File: src/rtl/jps_pkg.sv
package jps_pkg;

    localparam logic [7:0] STAT_BLANK = 8'hFF;
    localparam logic [7:0] STAT_VALID = 8'h7F;
    localparam logic [7:0] STAT_DEAD  = 8'h00;

    typedef enum logic [1:0] {
        OP_READ  = 2'd0,
        OP_PROG  = 2'd1,
        OP_ERASE = 2'd2
    } fl_op_e;

    typedef enum logic [1:0] {
        P_IDLE  = 2'd0,
        P_ISSUE = 2'd1,
        P_WAIT  = 2'd2
    } port_state_e;

    typedef enum logic [3:0] {
        S_SCAN     = 4'd0,
        S_SCAN_W   = 4'd1,
        S_FETCH    = 4'd2,
        S_FETCH_W  = 4'd3,
        S_IDLE     = 4'd4,
        S_WIPE     = 4'd5,
        S_WIPE_W   = 4'd6,
        S_FILL     = 4'd7,
        S_FILL_W   = 4'd8,
        S_SEAL     = 4'd9,
        S_SEAL_W   = 4'd10,
        S_RETIRE   = 4'd11,
        S_RETIRE_W = 4'd12
    } ctl_state_e;

endpackage

File: src/rtl/jps_slot_addr.sv
module jps_slot_addr #(
    parameter int FL_AW  = 24,
    parameter int SLOT_W = 7,
    parameter int BYTE_W = 5
) (
    input  logic [SLOT_W-1:0] slot,
    input  logic [BYTE_W-1:0] offs,
    output logic [FL_AW-1:0]  addr
);
    localparam int RG_W = SLOT_W + BYTE_W;

    // The region is the last erase unit, so every bit above it is one.
    generate
        if (FL_AW > RG_W) begin : g_pad
            assign addr = {{(FL_AW-RG_W){1'b1}}, slot, offs};
        end else begin : g_flat
            assign addr = {slot, offs};
        end
    endgenerate
endmodule

File: src/rtl/jps_rec_buf.sv
module jps_rec_buf #(
    parameter int PAY_BYTES = 31,
    parameter int IDX_W     = 5
) (
    input  logic                   clk,
    input  logic                   rst_n,
    input  logic                   ld_all,
    input  logic [8*PAY_BYTES-1:0] all_in,
    input  logic                   wr_en,
    input  logic [IDX_W-1:0]       wr_idx,
    input  logic [7:0]             wr_byte,
    input  logic [IDX_W-1:0]       rd_idx,
    output logic [7:0]             rd_byte,
    output logic [8*PAY_BYTES-1:0] flat
);
    logic [7:0] q [PAY_BYTES];

    generate
        for (genvar i = 0; i < PAY_BYTES; i++) begin : g_byte
            always_ff @(posedge clk or negedge rst_n) begin
                if (!rst_n) begin
                    q[i] <= 8'h00;
                end else if (ld_all) begin
                    q[i] <= all_in[8*i +: 8];
                end else if (wr_en && wr_idx == IDX_W'(i)) begin
                    q[i] <= wr_byte;
                end
            end
            assign flat[8*i +: 8] = q[i];
        end
    endgenerate

    always_comb begin
        rd_byte = 8'h00;
        for (int i = 0; i < PAY_BYTES; i++) begin
            if (rd_idx == IDX_W'(i)) rd_byte = q[i];
        end
    end
endmodule

File: src/rtl/jps_flash_port.sv
module jps_flash_port
    import jps_pkg::*;
#(
    parameter int FL_AW = 24
) (
    input  logic             clk,
    input  logic             rst_n,
    input  logic             op_start,
    input  fl_op_e           op_kind,
    input  logic [FL_AW-1:0] op_addr,
    input  logic [7:0]       op_wdata,
    output logic             op_done,
    output logic [7:0]       op_rdata,
    output logic             fl_rd,
    output logic             fl_prog,
    output logic             fl_erase,
    output logic [FL_AW-1:0] fl_addr,
    output logic [7:0]       fl_wdata,
    input  logic             fl_busy,
    input  logic [7:0]       fl_rdata
);
    port_state_e      st;
    fl_op_e           kind_q;
    logic [FL_AW-1:0] addr_q;
    logic [7:0]       wdata_q;
    logic             fire;

    always_ff @(posedge clk or negedge rst_n) begin
        if (!rst_n) begin
            st      <= P_IDLE;
            kind_q  <= OP_READ;
            addr_q  <= '0;
            wdata_q <= 8'h00;
        end else begin
            unique case (st)
                P_IDLE: begin
                    if (op_start) begin
                        kind_q  <= op_kind;
                        addr_q  <= op_addr;
                        wdata_q <= op_wdata;
                        st      <= P_ISSUE;
                    end
                end
                P_ISSUE: if (!fl_busy) st <= P_WAIT;
                P_WAIT:  if (!fl_busy) st <= P_IDLE;
                default: st <= P_IDLE;
            endcase
        end
    end

    always_comb begin
        fire     = (st == P_ISSUE) && !fl_busy;
        fl_rd    = fire && (kind_q == OP_READ);
        fl_prog  = fire && (kind_q == OP_PROG);
        fl_erase = fire && (kind_q == OP_ERASE);
        fl_addr  = addr_q;
        fl_wdata = wdata_q;
        op_done  = (st == P_WAIT) && !fl_busy;
        op_rdata = fl_rdata;
    end


    req_single_chk: assert property (@(posedge clk) disable iff (!rst_n)
        (fl_rd || fl_prog || fl_erase) |=> !(fl_rd || fl_prog || fl_erase));


    req_idle_chk: assert property (@(posedge clk) disable iff (!rst_n)
        (fl_rd || fl_prog || fl_erase) |-> !fl_busy);
endmodule

File: src/rtl/jps_store.sv
module jps_store
    import jps_pkg::*;
#(
    parameter int FL_AW        = 24,
    parameter int REGION_BYTES = 4096,
    parameter int REC_BYTES    = 32
) (
    input  logic                                 clk,
    input  logic                                 rst_n,
    input  logic                                 cmd_load,
    input  logic                                 cmd_store,
    input  logic [8*(REC_BYTES-1)-1:0]           wr_data,
    output logic                                 busy,
    output logic                                 rec_valid,
    output logic [8*(REC_BYTES-1)-1:0]           rd_data,
    output logic                                 fl_rd,
    output logic                                 fl_prog,
    output logic                                 fl_erase,
    output logic [FL_AW-1:0]                     fl_addr,
    output logic [7:0]                           fl_wdata,
    input  logic                                 fl_busy,
    input  logic [7:0]                           fl_rdata
);
    localparam int SLOTS     = REGION_BYTES / REC_BYTES;
    localparam int SLOT_W    = $clog2(SLOTS);
    localparam int BYTE_W    = $clog2(REC_BYTES);
    localparam int CNT_W     = SLOT_W + 1;
    localparam int PAY_BYTES = REC_BYTES - 1;
    localparam int PAY_W     = 8 * PAY_BYTES;
    localparam logic [BYTE_W-1:0] LAST_OFF  = BYTE_W'(REC_BYTES - 1);
    localparam logic [CNT_W-1:0]  LAST_SLOT = CNT_W'(SLOTS - 1);
    localparam logic [CNT_W-1:0]  FULL_MARK = CNT_W'(SLOTS);

    ctl_state_e         state;
    logic [CNT_W-1:0]   slot_idx;
    logic [BYTE_W-1:0]  byte_idx;
    logic [SLOT_W-1:0]  cur_slot;
    logic [CNT_W-1:0]   next_slot;
    logic               have_valid;
    logic               blank_seen;
    logic [SLOT_W-1:0]  first_blank;

    logic               op_start;
    fl_op_e             op_kind;
    logic [7:0]         op_wdata;
    logic               op_done;
    logic [7:0]         op_rdata;
    logic [SLOT_W-1:0]  a_slot;
    logic [BYTE_W-1:0]  a_offs;
    logic [FL_AW-1:0]   a_addr;

    logic               buf_ld;
    logic               buf_wr;
    logic [BYTE_W-1:0]  buf_idx;
    logic [7:0]         buf_byte;
    logic [PAY_W-1:0]   buf_flat;

    jps_slot_addr #(.FL_AW(FL_AW), .SLOT_W(SLOT_W), .BYTE_W(BYTE_W)) u_addr (
        .slot (a_slot),
        .offs (a_offs),
        .addr (a_addr)
    );

    jps_flash_port #(.FL_AW(FL_AW)) u_port (
        .clk      (clk),
        .rst_n    (rst_n),
        .op_start (op_start),
        .op_kind  (op_kind),
        .op_addr  (a_addr),
        .op_wdata (op_wdata),
        .op_done  (op_done),
        .op_rdata (op_rdata),
        .fl_rd    (fl_rd),
        .fl_prog  (fl_prog),
        .fl_erase (fl_erase),
        .fl_addr  (fl_addr),
        .fl_wdata (fl_wdata),
        .fl_busy  (fl_busy),
        .fl_rdata (fl_rdata)
    );

    jps_rec_buf #(.PAY_BYTES(PAY_BYTES), .IDX_W(BYTE_W)) u_buf (
        .clk     (clk),
        .rst_n   (rst_n),
        .ld_all  (buf_ld),
        .all_in  (wr_data),
        .wr_en   (buf_wr),
        .wr_idx  (buf_idx),
        .wr_byte (op_rdata),
        .rd_idx  (buf_idx),
        .rd_byte (buf_byte),
        .flat    (buf_flat)
    );

    // State register and the counters and pointers it steps.
    always_ff @(posedge clk or negedge rst_n) begin
        if (!rst_n) begin
            state       <= S_SCAN;
            slot_idx    <= '0;
            byte_idx    <= '0;
            cur_slot    <= '0;
            next_slot   <= '0;
            have_valid  <= 1'b0;
            blank_seen  <= 1'b0;
            first_blank <= '0;
        end else begin
            unique case (state)
                S_SCAN: state <= S_SCAN_W;
                S_SCAN_W: begin
                    if (op_done) begin
                        if (op_rdata == STAT_VALID) begin
                            cur_slot   <= slot_idx[SLOT_W-1:0];
                            next_slot  <= slot_idx + 1'b1;
                            have_valid <= 1'b1;
                            byte_idx   <= BYTE_W'(1);
                            state      <= S_FETCH;
                        end else begin
                            if (op_rdata == STAT_BLANK && !blank_seen) begin
                                blank_seen  <= 1'b1;
                                first_blank <= slot_idx[SLOT_W-1:0];
                            end
                            if (slot_idx == LAST_SLOT) begin
                                have_valid <= 1'b0;
                                if (blank_seen)
                                    next_slot <= {1'b0, first_blank};
                                else if (op_rdata == STAT_BLANK)
                                    next_slot <= slot_idx;
                                else
                                    next_slot <= FULL_MARK;
                                state <= S_IDLE;
                            end else begin
                                slot_idx <= slot_idx + 1'b1;
                                state    <= S_SCAN;
                            end
                        end
                    end
                end
                S_FETCH: state <= S_FETCH_W;
                S_FETCH_W: begin
                    if (op_done) begin
                        if (byte_idx == LAST_OFF) begin
                            state <= S_IDLE;
                        end else begin
                            byte_idx <= byte_idx + 1'b1;
                            state    <= S_FETCH;
                        end
                    end
                end
                S_IDLE: begin
                    if (cmd_store) begin
                        byte_idx <= BYTE_W'(1);
                        state    <= (next_slot == FULL_MARK) ? S_WIPE : S_FILL;
                    end else if (cmd_load && have_valid) begin
                        byte_idx <= BYTE_W'(1);
                        state    <= S_FETCH;
                    end
                end
                S_WIPE: state <= S_WIPE_W;
                S_WIPE_W: begin
                    if (op_done) begin
                        next_slot  <= '0;
                        have_valid <= 1'b0;
                        byte_idx   <= BYTE_W'(1);
                        state      <= S_FILL;
                    end
                end
                S_FILL: state <= S_FILL_W;
                S_FILL_W: begin
                    if (op_done) begin
                        if (byte_idx == LAST_OFF) begin
                            state <= S_SEAL;
                        end else begin
                            byte_idx <= byte_idx + 1'b1;
                            state    <= S_FILL;
                        end
                    end
                end
                S_SEAL: state <= S_SEAL_W;
                S_SEAL_W: begin
                    if (op_done) begin
                        if (have_valid) begin
                            state <= S_RETIRE;
                        end else begin
                            cur_slot   <= next_slot[SLOT_W-1:0];
                            next_slot  <= next_slot + 1'b1;
                            have_valid <= 1'b1;
                            state      <= S_IDLE;
                        end
                    end
                end
                S_RETIRE: state <= S_RETIRE_W;
                S_RETIRE_W: begin
                    if (op_done) begin
                        cur_slot   <= next_slot[SLOT_W-1:0];
                        next_slot  <= next_slot + 1'b1;
                        have_valid <= 1'b1;
                        state      <= S_IDLE;
                    end
                end
                default: state <= S_IDLE;
            endcase
        end
    end

    // Outputs and the controls fanned out to the port and buffer.
    always_comb begin
        op_start = 1'b0;
        op_kind  = OP_READ;
        op_wdata = STAT_BLANK;
        a_slot   = cur_slot;
        a_offs   = '0;
        buf_ld   = 1'b0;
        buf_wr   = 1'b0;
        buf_idx  = byte_idx - 1'b1;
        unique case (state)
            S_SCAN: begin
                op_start = 1'b1;
                a_slot   = slot_idx[SLOT_W-1:0];
            end
            S_FETCH: begin
                op_start = 1'b1;
                a_offs   = byte_idx;
            end
            S_FETCH_W: buf_wr = op_done;
            S_IDLE:    buf_ld = cmd_store;
            S_WIPE: begin
                op_start = 1'b1;
                op_kind  = OP_ERASE;
                a_slot   = '0;
            end
            S_FILL: begin
                op_start = 1'b1;
                op_kind  = OP_PROG;
                a_slot   = next_slot[SLOT_W-1:0];
                a_offs   = byte_idx;
                op_wdata = buf_byte;
            end
            S_SEAL: begin
                op_start = 1'b1;
                op_kind  = OP_PROG;
                a_slot   = next_slot[SLOT_W-1:0];
                op_wdata = STAT_VALID;
            end
            S_RETIRE: begin
                op_start = 1'b1;
                op_kind  = OP_PROG;
                op_wdata = STAT_DEAD;
            end
            default: ;
        endcase
        busy      = (state != S_IDLE);
        rec_valid = have_valid;
        rd_data   = buf_flat;
    end


    busy_cover_chk: assert property (@(posedge clk) disable iff (!rst_n)
        (fl_rd || fl_prog || fl_erase) |-> busy);


    status_code_chk: assert property (@(posedge clk) disable iff (!rst_n)
        (fl_prog && fl_addr[BYTE_W-1:0] == '0) |->
            (fl_wdata == STAT_VALID || fl_wdata == STAT_DEAD));


    erase_full_chk: assert property (@(posedge clk) disable iff (!rst_n)
        fl_erase |-> (next_slot == FULL_MARK));


    commit_valid_chk: assert property (@(posedge clk) disable iff (!rst_n)
        (fl_prog && fl_wdata == STAT_DEAD) |=> !rec_valid || $stable(rec_valid));
endmodule

File: config.mk
export PLATFORM = sky130hd
export DESIGN_NAME = jps_store
export DESIGN_NICKNAME = d
export VERILOG_FILES = /design/src/rtl/jps_pkg.sv /design/src/rtl/jps_slot_addr.sv /design/src/rtl/jps_rec_buf.sv /design/src/rtl/jps_flash_port.sv /design/src/rtl/jps_store.sv
export SDC_FILE = /design/constraint.sdc
export NUM_CORES = 1
export LEC_CHECK = 0
export ABC_AREA = 1
export CAP_MARGIN = 25
export CORE_AREA = 2 2 249 251
export DETAILED_ROUTE_END_ITERATION = 6
export DIE_AREA = 0 0 251 253
export HOLD_SLACK_MARGIN = 0.15
export SLEW_MARGIN = 20
export SYNTH_ARGS = -nofsm -noshare
export SYNTH_HDL_FRONTEND = slang
export SYNTH_HIERARCHICAL = 1
export SYNTH_SLANG_ARGS = --single-unit
File: constraint.sdc
create_clock -name clk -period 8.3 [get_ports clk]
set_input_delay 0.83 -clock clk [delete_from_list [all_inputs] [get_ports clk]]
set_output_delay 0.83 -clock clk [all_outputs]
set_load 0.02 [all_outputs]
# Word-level counts from Yosys, hierarchy flattened
# Index checks and enable logic that the tools add are counted.
totals:
  register_bits: 314
  output_inout_bits: 285
  inputBits: 261
  word_cells: 360
classes:
  n_eq_ne: 68
  reduce_logical: 94
  n_bitwise: 2
  addsub: 4
  mux: 149
ops:
  columns: ["op", "n"]
  rows:
  - ["$mux W8", 102]
  - ["$eq A5 B5 Y1 const B", 16]
  - ["$reduce_bool A2 Y1", 31]
  - ["$pmux W4 S13", 1]
  - ["$pmux W7 S3", 2]
  - ["$eq A5 B4 Y1 const B", 8]
  - ["$mux W4", 10]
  - ["$mux W5", 8]
  - ["$logic_and A1 B1 Y1", 38]
  - ["$mux W7", 5]
  - ["$pmux W8 S4", 1]
  - ["$ne A2 B2 Y1 const B", 12]
  - ["$pmux W8 S3", 1]
  - ["$reduce_and A7 Y1", 3]
  - ["$eq A4 B4 Y1 const B", 5]
  - ["$eq A5 B3 Y1 const B", 4]
  - ["$pmux W5 S4", 1]
  - ["$add A8 B1 Y8 const B", 2]
  - ["$eq A4 B3 Y1 const B", 4]
  - ["$eq A8 B7 Y1 const B", 2]
  - ["$eq A8 B8 Y1 const B", 2]
  - ["$eq A5 B2 Y1 const B", 2]
  - ["$mux W3", 3]
  - ["$eq A4 B2 Y1 const B", 2]
  - ["29 further kinds", 52]

# Longest topological paths before layout
# Gate-level depths: netlist of the first run.
depth:
  word_depth: 34
  depth_mapped: 30
  ltp_nobuf: 29

# By module
# The synthesis of the first run kept the hierarchy.
by_module_without_submodules:
  columns: ["module", "cells_each", "seq_area_each_um2", "n_inst", "area_each_um2"]
  rows:
  - ["jps_rec_buf", 1751, 6206.0, 1, 13203.9]
  - ["jps_store", 499, 1026.0, 1, 3144.3]
  - ["jps_flash_port", 174, 900.9, 1, 1550.2]
  - ["jps_slot_addr", 25, 0.0, 1, 183.9]

# Worst setup path before layout of the first run
# OpenSTA, ideal clock, no wires.
synth_path:
  path_kind: "reg-to-reg"
  from: "reg byte_idx[0]"
  to: "reg u_port.wdata_q[1] (netlist: u_port/fl_wdata[1])"
  path_slack_ps: 5021
  arrival_time_ps: 3162
  period_less_slack_ps: 3279
  required_ps: 8183
  stages_incl_launch_ff: 26
  path_buffers: 0
  setup_ps: 117
  cell_sequence: "dfrtp_1 inv_1 ha_1 xor2_1 inv_1 nor2_4 nand3_2 or2_2 nand2_1 nand4_1 nand2_1 nand4_1 nand2_1 nand3_1 nand2_1 nand4_1 nand2_1 nand4_1 nand2_1 nand4_1 nand2_1 nand3_1 nand2_1 nand2_1 nand3_1 nand2_1"
synth_via:
  elab_chain_cells: 34
  word_cells_on_any_way: 64
  cone_classes: "add/sub: 1; eq/ne: 30; mux: 32; reduce/logical: 1"
synth_lines:
  columns: ["item", "line", "source"]
  rows:
  - ["start, declared", "jps_store.sv:36", "logic [BYTE_W-1:0] byte_idx;"]
  - ["start signal, assigned", "jps_store.sv:144", "byte_idx <= byte_idx + 1'b1;"]
  - ["start signal, assigned", "jps_store.sv:173", "byte_idx <= byte_idx + 1'b1;"]
  - ["$sub A5 B1 Y5 *", "jps_store.sv:214", "buf_idx = byte_idx - 1'b1;"]
  - ["named net buf_idx[0]", "jps_store.sv:54", "logic [BYTE_W-1:0] buf_idx;"]
  - ["$logic_not A5 Y1", "jps_rec_buf.sv:36", "if (rd_idx == IDX_W'(i)) rd_byte = q[i];"]
  - ["$mux W8 (30 in series)", "jps_rec_buf.sv:36", null]
  - ["$mux W8 *", "jps_rec_buf.sv:36", null]
  - ["named net buf_byte[1]", "jps_store.sv:55", "logic [7:0] buf_byte;"]
  - ["$pmux W8 S3 *", "jps_store.sv:215", "unique case (state)"]
  - ["named net op_wdata[1]", "jps_store.sv:45", "logic [7:0] op_wdata;"]
  - ["end signal, assigned", "jps_flash_port.sv:40", "wdata_q <= op_wdata;"]
  - ["end, declared", "jps_flash_port.sv:25", "logic [7:0] wdata_q;"]
# The timed path passes the listed nets; every way through them passes the cells marked *.
# A chain may end at the register's enable or synchronous reset.

# Final worst setup path of the first run
layout_path:
  from: "reg byte_idx[0]"
  to: "reg u_port.wdata_q[2] (netlist: u_port/fl_wdata[2])"
# The elaborated chain is that of the path after synthesis.

==> results of run 1 <==
## area by class of cell
class / instances / area, um^2
antenna: 2 / 5.00
sequential: 325 / 8130
clock buffer: 52 / 1090
timing repair buffer: 564 / 5700
fill: 6239 / 35400
multi-input combinational: 1821 / 8660
clock inverter: 20 / 262
inverter: 200 / 751
tap: 790 / 988
## routing by layer
metal	share of wire	wire length, um
met1	0.42	38500
met2	0.47	42600
met4	0.031	2790
met3	0.075	6820
met5	0.00030	27
## layout by cell type, fill, tap and decap left out, types with 7 or more instances in the layout
master / count
a21oi_1: 31
buf_4: 13
clkbuf_1: 8
clkbuf_16: 40
clkdlybuf4s50_1: 544
clkinvlp_4: 7
conb_1: 12
dfrtp_1: 325
inv_1: 178
inv_2: 20
nand2_1: 1071
nand2_2: 18
nand3_1: 102
nand4_1: 58
nor2_1: 136
nor2_2: 7
nor2_4: 12
o211ai_1: 248
o21ai_0: 33
o21ai_1: 15
o21ai_2: 8
o221ai_1: 7
or2_2: 18
## flip-flops by register name, indices dropped and copies added, names as in the netlist
name	flops
u_buf/flat	248
u_port/fl_addr	24
next_slot	8
slot_idx	8
u_port/fl_wdata	8
cur_slot	7
first_blank	7
byte_idx	5
state	4
u_port/kind_q	2
u_port/st	2
blank_seen	1
rec_valid	1
## stage by stage
stage	power, W	hold WS, ns	cells
after global routing	0.0108	0.232	3774
after global placement	0.00832	0.457	3695
after CTS	0.0102	0.206	3770
after detailed placement	0.00834	0.462	3698
after floorplan	0.00563	0.449	2460
final	0.0102	0.217	3774
## final timing paths
check                                     endpoint  depth (start not counted)                from  slack, ns
worst max-delay path            u_port/fl_wdata[2]                         27         byte_idx[0]       3.39
worst min-delay path                u_buf/flat[26]                          1               rst_n       0.22
worst max register to register  u_port/fl_wdata[2]                         27         byte_idx[0]       3.39
worst min register to register  u_port/fl_addr[18]                          2  u_port/fl_addr[18]       0.47
max in group asynchronous                rec_valid                          2               rst_n       6.76
min in group clk                u_port/fl_addr[18]                          2  u_port/fl_addr[18]       0.47
## power groups by stage
stage	registers (W)	clock network, W	logic, W
final	0.00325	0.00184	0.00511
after global routing	0.00330	0.00194	0.00553
after CTS	0.00324	0.00188	0.00510
after detailed placement	0.00326	0	0.00508
after global placement	0.00328	0	0.00503
after floorplan	0.00349	0	0.00213
## cell families (layout without fill, tap and decap cells)
group           after synthesis  in the layout  synth area share
flops                       325            325             0.450
buf+inv                     314            836            0.0758
simple gates               1450           1450             0.333
other cells                   1             14          0.000207
compound gates              346            346             0.134
fa+ha+maj                     6              6           0.00415
xor+xnor                      7              7           0.00339
## worst max-delay path, cell delays in order, from the launching register on
cell and delay, ns:
dfrtp_1 0.39, inv_1 0.40, ha_1 0.27, nand3_1 0.12
xor2_2 0.74, inv_2 0.53, nand3_1 0.34, nor2_1 0.06
nor2_1 0.12, nand4_1 0.11, nand2_1 0.11, nand4_1 0.08
nor2_1 0.13, nand4_1 0.09, nand2_1 0.08, nand3_1 0.09
nand2_1 0.08, nand3_1 0.07, nand2_1 0.08, nand3_1 0.11
nand2_1 0.16, nand4_1 0.10, nor2_1 0.10, nand4_1 0.08
nand2_1 0.07, nand2_1 0.05, nand3_1 0.10, nand2_1 0.06
==> impl_metrics.tcl, run 1 <==
set metrics [dict create \
    cp.arrival_ns 5.37 \
    place_ws_ns 3.50 \
    cts-root-buf "clkbuf_16" \
    synth_top_cell_by_area "dfrtp_1" \
    rows 91 \
    synth_edf_count 0 \
    syn_area_um2 18100 \
    critPathRequiredTime_ns 8.76 \
    min_path_type "in -> async" \
    gp_congestion 0.933 \
    critPathLaunchType "register" \
    synth_commonest_cells "1079 x nand2_1, 325 x dfrtp_1, 248 x o211ai_1" \
    grt_pass1_wl_um 132000 \
    outcome "finished clean" \
    clkSlewWorstSetupHoldPaths_ns 0.07 \
    ys_types 42 \
    grt_max_degree 147 \
    p_sw_w 0.00485 \
    hold_violations 0 \
    cts_buffer_depth 3 \
    cap_viol_max_count 0 \
    setup_violations 0 \
    fmax_ghz 0.204 \
    power_density_nw_per_um2 399 \
    post-route-period-util 0.591 \
    cp-end-kind "register" \
    drtIter0Drc 1703 \
    syn_inst 2449 \
    cts_made_buffers 40 \
    pwr-share-seq 0.318 \
    ys_seq_elements 325 \
    grtUsageMet1 0.372 \
    drtAntennaViolNets 0 \
    io_pins 546 \
    final_area_um2 25600 \
    clk_latency_ns 0.58 \
    swShare 0.475 \
    setup_tns_ns 0 \
    internal_power_w 0.00535 \
    comb_power_share 0.501 \
    drive_above_1_share 0.0604 \
    yosysSeqAreaShare 0.450 \
    slew-limit-headroom 0.235 \
    power_leakage_nw 11.0 \
    coreArea_um2 61000 \
    vdd_ir_drop_max_mv 0.224 \
    synth_ff_type "dfrtp_1" \
    drcViolationCount 0 \
    htreeDepth 2 \
    chipWidth_um 251 \
    timing_worst_setup_path_type "reg -> reg" \
    use_met3 0.0461 \
    dieArea_um2 63500 \
    synth_area_per_cell_um2 7.38 \
    hpwl_um 69800 \
    wl_per_cell_um 24.1 \
    grt.overflow.total 0 \
    dpl_cell_area_um2 24200 \
    met2_usage 0.464 \
    cts.sinks 325 \
    yosysWarnings 6 \
    layout.nets 3219 \
    cts_resized 0 \
    wirelength_um 90800 \
    die_height_um 253 \
    num_vias 19480 \
    fin_ws_ns 3.39 \
    netlist.area_leader.share 0.450 \
    tightest_slew_ns 1.14 \
    grt_usage 0.280 \
    skew_ns 0.0330 \
    drt-pass1-iter-count 5 \
    ys_top_cells_by_area "dfrtp_1 45%, nand2_1 22%, o211ai_1 10%" \
    slew_violations 0 \
    cts_tree "done" \
    yosys.cell_count.top_type "nand2_1" \
    post_cts_buffers 0 \
    final_util 0.419 \
    clkPwrFrac 0.181 \
    antenna_found_initial 7 \
    viasPerCell 5.16 \
    rsz0062_at_grt "no" \
    cp_max_fo 32 \
    async_flop_share 1.00 \
    start_util 0.296 \
    io_buffers 545 \
    syn_to_final_growth_pct 41.5 \
    top_usage_layer "met2" \
    grt_pass1_vias 18952 \
    final.min_clock_period_ns 4.91 \
    ctsHoldBuffers 0 \
]
Power figures use the tool's default switching activity.
==> run 2: changes to the inputs <==
==> constraint.sdc (replaced) <==
create_clock -name clk -period 4.6 [get_ports clk]
set_input_delay 0.46 -clock clk [delete_from_list [all_inputs] [get_ports clk]]
set_output_delay 0.46 -clock clk [all_outputs]
set_load 0.02 [all_outputs]
==> impl_metrics.tcl, run 2 (synthesis results as in run 1) <==
set metrics [dict create \
    timing_worst_setup_path_type "reg -> reg" \
    setup.worst_path.start "byte_idx[0]" \
    setup_tns_ns 0 \
    largest_register_ff_count 248 \
    critPathLaunchType "register" \
    grt_pass1_wl_um 133000 \
    cts_resized 0 \
    cp.depth 27 \
    drt-pass1-iter-count 6 \
    drcViolationCount 0 \
    wirelength_um 91800 \
    min_path_type "reg -> reg" \
    tightest_slew_ns 1.06 \
    drtAntennaViolNets 0 \
    fmax_ghz 0.247 \
    cts.sinks 325 \
    grt.overflow.total 0 \
    cts_made_buffers 39 \
    p_sw_w 0.00866 \
    htreeDepth 2 \
    r2r-start "byte_idx[0]" \
    layout_commonest_cell "nand2_1" \
    cts_buffer_depth 3 \
    final.min_clock_period_ns 4.04 \
    cap_viol_max_count 0 \
    vdd_ir_drop_max_mv 0.398 \
    grt_max_degree 149 \
    cts-root-buf "clkbuf_16" \
    wl_per_cell_um 24.3 \
    crit_top_cell "nand2_1" \
    ff2ff_path_depth 27 \
    grt_pass1_vias 19323 \
    die_height_um 253 \
    skew_ns 0.0252 \
    swShare 0.474 \
    drtIter0Drc 1888 \
    rsz0062_at_grt "no" \
    cp_max_fo 32 \
    clk_latency_ns 0.57 \
    r2r-end "u_port/fl_wdata[5]" \
    grt_usage 0.283 \
    io_buffers 545 \
    internal_power_w 0.00962 \
    cp-end-kind "register" \
    cp.arrival_ns 4.49 \
    pwr-share-seq 0.320 \
    power_density_nw_per_um2 715 \
    cts_tree "done" \
    clkSlewWorstSetupHoldPaths_ns 0.06 \
    layout_common_cells "1071 x nand2_1, 544 x clkdlybuf4s50_1, 325 x dfrtp_1" \
    outcome "finished clean" \
    syn_to_final_growth_pct 41.4 \
    hold_violations 0 \
    num_vias 19679 \
    drive_above_1_share 0.0619 \
    setup_violations 0 \
    layout.nets 3231 \
    final_util 0.419 \
    start_util 0.296 \
    cp_slowest_stage_delay_ns 0.40 \
    power_leakage_nw 11.0 \
    endpoint "u_port/fl_wdata[5]" \
    cp_slowest_cell "xor2_2" \
    viasPerCell 5.20 \
    crit_family "simple AND/OR/NAND/NOR gates" \
    slew_violations 0 \
    io_pins 546 \
    rows 91 \
    chipWidth_um 251 \
    post-route-period-util 0.879 \
    r2r_setup_slack_ns 0.56 \
    dieArea_um2 63500 \
    clkPwrFrac 0.174 \
    slew-limit-headroom 0.295 \
    gp_congestion 0.927 \
    critPathRequiredTime_ns 5.05 \
    antenna_found_initial 5 \
    critPathBufInv 3 \
    coreArea_um2 61000 \
    comb_power_share 0.505 \
    hpwl_um 70800 \
]
-- run 2: metal layers --
layer / global-route usage / share of wire / up-vias
met2: 0.476 / 0.48 / 965
met5: 0 / 0.00014 / -
met4: 0.0823 / 0.029 / 2
met1: 0.374 / 0.42 / 9541
met3: 0.0492 / 0.080 / 131
li1: - / - / 9040
-- run 2: worst min-delay path by stage --
stage | startpoint | endpoint | slack (ns) | cells past startpoint
CTS | wr_data[11] | u_buf/flat[11] | 0.45 | 3
floorplan | rst_n | blank_seen | 0.16 | 0
global route | wr_data[47] | u_buf/flat[47] | 0.47 | 3
detailed placement | u_port/fl_addr[9] | u_port/fl_addr[9] | 0.46 | 2
global placement | u_port/fl_addr[0] | u_port/fl_addr[0] | 0.45 | 2
finish | u_port/fl_addr[6] | u_port/fl_addr[6] | 0.47 | 2
-- run 2: area by class of cell --
type / count / area, um^2
Sequential cell: 325 / 8130
Tap cell: 790 / 988
Clock buffer: 53 / 1100
Clock inverter: 11 / 174
Antenna cell: 4 / 10.0
Multi-Input combinational cell: 1821 / 8660
Timing Repair Buffer: 577 / 5760
Inverter: 200 / 751
Fill cell: 6232 / 35500
-- run 2: worst reg2reg max path: cells and delay by family, from the launching register on --
kind	cells	cell delay [ns]
buffers and inverters	3	0.65
AOI/OAI and AO/OA	1	0.15
DFF	1	0.39
and+or+nand+nor	21	2.13
adders and majority gates	1	0.21
xor gates and xnor gates	1	0.40
-- run 2: power groups by stage --
stage,combinational (W),sequential [W],clock [W]
floorplan,0.00385,0.00630,0
global placement,0.00912,0.00592,0
detailed placement,0.00920,0.00587,0
CTS,0.00924,0.00585,0.00326
global route,0.0100,0.00595,0.00335
finish,0.00924,0.00585,0.00319
-- run 2: stage by stage --
| step | total power (W) | setup slack, ns | area (um^2) | std cells | hold WS (ns) |
|---|---|---|---|---|---|
| after global placement | 0.0150 | 0.794 | 24200 | 3710 | 0.455 |
| after CTS | 0.0183 | 0.664 | 25500 | 3775 | 0.450 |
| after detailed placement | 0.0151 | 0.686 | 24200 | 3710 | 0.458 |
| after global routing | 0.0193 | 0.145 | 25600 | 3779 | 0.474 |
| after floorplan | 0.0102 | 1.32 | 18100 | 2460 | 0.164 |
| final | 0.0183 | 0.559 | 25600 | 3781 | 0.466 |
-- run 2: repair_timing --
item | 4_1_cts | 5_1_grt
endpoints found under the hold margin | 86 | 0
setup endpoints to repair | 0 | 0
hold buffers | 1 | 0
buffers inserted | 0 | 0
==> run 3: changes to the inputs <==
--- a/config.mk
+++ b/config.mk
@@ -11,6 +11,7 @@
 export DETAILED_ROUTE_END_ITERATION = 6
 export DIE_AREA = 0 0 251 253
 export HOLD_SLACK_MARGIN = 0.15
+export SKIP_LAST_GASP = 1
 export SLEW_MARGIN = 20
 export SYNTH_ARGS = -nofsm -noshare
 export SYNTH_HDL_FRONTEND = slang
==> constraint.sdc (replaced) <==
create_clock -name clk -period 4 [get_ports clk]
set_input_delay 0.4 -clock clk [delete_from_list [all_inputs] [get_ports clk]]
set_output_delay 0.4 -clock clk [all_outputs]
set_load 0.02 [all_outputs]
==> impl_metrics.tcl, run 3 (synthesis results as in run 1) <==
set metrics [dict create \
    outcome "finished clean" \
    place_ws_ns 0.267 \
    clkPwrFrac 0.176 \
    hold_violations 0 \
    wl_per_cell_um 23.6 \
    layoutNonFillerInstCount 3821 \
    placed_cells 3740 \
    post-route-period-util 0.915 \
    cp-end-kind "register" \
    cts_tree "done" \
    cts_made_buffers 39 \
    drive_above_1_share 0.0770 \
    clkSlewWorstSetupHoldPaths_ns 0.07 \
    crit_top_cell "nand2_1" \
    hold_path_depth 3 \
    syn_to_final_growth_pct 43.4 \
    dieArea_um2 63500 \
    power_leakage_nw 11.2 \
    drcViolationCount 0 \
    cp_slowest_stage_delay_ns 0.40 \
    endpoint "u_port/fl_wdata[6]" \
    die_height_um 253 \
    timing_worst_setup_path_type "reg -> reg" \
    setup_violations 0 \
    cp_max_fo 9 \
    io_buffers 545 \
    rows 91 \
    power_density_nw_per_um2 815 \
    cts.sinks 325 \
    setup.worst_path.start "byte_idx[0]" \
    fmax_ghz 0.273 \
    num_vias 19426 \
    coreArea_um2 61000 \
    start_util 0.296 \
    chipWidth_um 251 \
    wirelength_um 90300 \
    nFillCells 6193 \
    drt-pass1-iter-count 6 \
    hpwl_um 70700 \
    vdd_ir_drop_max_mv 0.382 \
    viasPerCell 5.08 \
    htreeDepth 2 \
    p_sw_w 0.0100 \
    skew_ns 0.0328 \
    cts-root-buf "clkbuf_16" \
    layout_common_cells "1070 x nand2_1, 544 x clkdlybuf4s50_1, 325 x dfrtp_1" \
    clk_latency_ns 0.58 \
    critPathLaunchType "register" \
    cap_viol_max_count 0 \
    slew_violations 0 \
    r2r-start "byte_idx[0]" \
    comb_power_share 0.507 \
    grt_max_degree 181 \
    ff2ff_path_depth 28 \
    total_power_w 0.0211 \
    slew-limit-headroom 0.358 \
    cp.arrival_ns 4.12 \
    largest_register_ff_count 248 \
    fin_ws_ns 0.341 \
    final.min_clock_period_ns 3.66 \
    grt.overflow.total 0 \
    grt_pass1_wl_um 130000 \
    critPathRequiredTime_ns 4.46 \
    gp_congestion 0.944 \
    grt_usage 0.279 \
    layout_commonest_cell "nand2_1" \
    io_pins 546 \
    tightest_slew_ns 0.963 \
    cts_buffer_depth 3 \
    layout.nets 3261 \
    internal_power_w 0.0111 \
    swShare 0.473 \
    r2r-end "u_port/fl_wdata[6]" \
    drtAntennaViolNets 0 \
    drtIter0Drc 1831 \
    cp_slowest_cell "dfrtp_1" \
    antenna_found_initial 8 \
    pwr-share-seq 0.317 \
    r2r_setup_slack_ns 0.34 \
    grt_pass1_vias 18926 \
    min_path_type "in -> reg" \
]
-- run 3: cell type report --
| cell class | count | area, um^2 | area share |
|---|---|---|---|
| diodes | 6 | 15.0 | 0.000579 |
| clock buffers | 55 | 1170 | 0.0450 |
| clock inverters | 17 | 173 | 0.00666 |
| inverters | 200 | 753 | 0.0290 |
| multi-input cells | 1821 | 8690 | 0.335 |
| flip-flops and latches | 325 | 8130 | 0.314 |
| well taps | 790 | 988 | 0.0381 |
| repair buffers | 607 | 6020 | 0.232 |
-- run 3: routing by layer --
metal | GRT usage | vias up | share of wire
met5 | 0 | - | 0.00035
met3 | 0.0580 | 163 | 0.082
met1 | 0.363 | 9174 | 0.41
met2 | 0.455 | 963 | 0.47
li1 | - | 9122 | -
met4 | 0.107 | 4 | 0.036
-- run 3: timing repair --
action / CTS / global route
setup endpoints to repair: 0 / 8
buffers inserted: 0 / 2
gates resized for setup: 0 / 10
hold endpoints to repair: 104 / 0
hold buffers: 1 / 0
-- run 3: per-stage QoR --
stage | setup TNS, ns | area (um^2) | hold slack, ns | utilization
finish | 0 | 25900 | 0.409 | 0.425
global route | -0.00439 | 25900 | 0.405 | 0.425
CTS | 0 | 25900 | 0.385 | 0.424
detailed placement | 0 | 24500 | 0.458 | 0.402
global placement | 0 | 24500 | 0.454 | 0.402
floorplan | 0 | 18100 | 0.104 | -
-- run 3: power groups by stage --
stage	clock (W)	combinational (W)	sequential [W]
6_report	0.00373	0.0107	0.00670
5_1_grt	0.00393	0.0116	0.00682
4_1_cts	0.00379	0.0107	0.00669
3_5_place_dp	0	0.0107	0.00672
3_3_place_gp	0	0.0106	0.00677
2_1_floorplan	0	0.00443	0.00725
-- run 3: worst min path at each step --
stage | end | slack [ns] | startpoint
finish | u_buf/flat[143] | 0.41 | wr_data[143]
global route | u_buf/flat[73] | 0.40 | wr_data[73]
global placement | u_port/fl_addr[21] | 0.45 | u_port/fl_addr[21]
floorplan | blank_seen | 0.10 | rst_n
CTS | u_buf/flat[143] | 0.39 | wr_data[143]
detailed placement | u_port/fl_addr[17] | 0.46 | u_port/fl_addr[17]
-- run 3: critical path: cells and delay by family, from the launching register on --
family / cells / cell delay, ns
simple gates: 25 / 2.47
buf+inv: 2 / 0.37
flops: 1 / 0.40
fa+ha+maj: 1 / 0.28
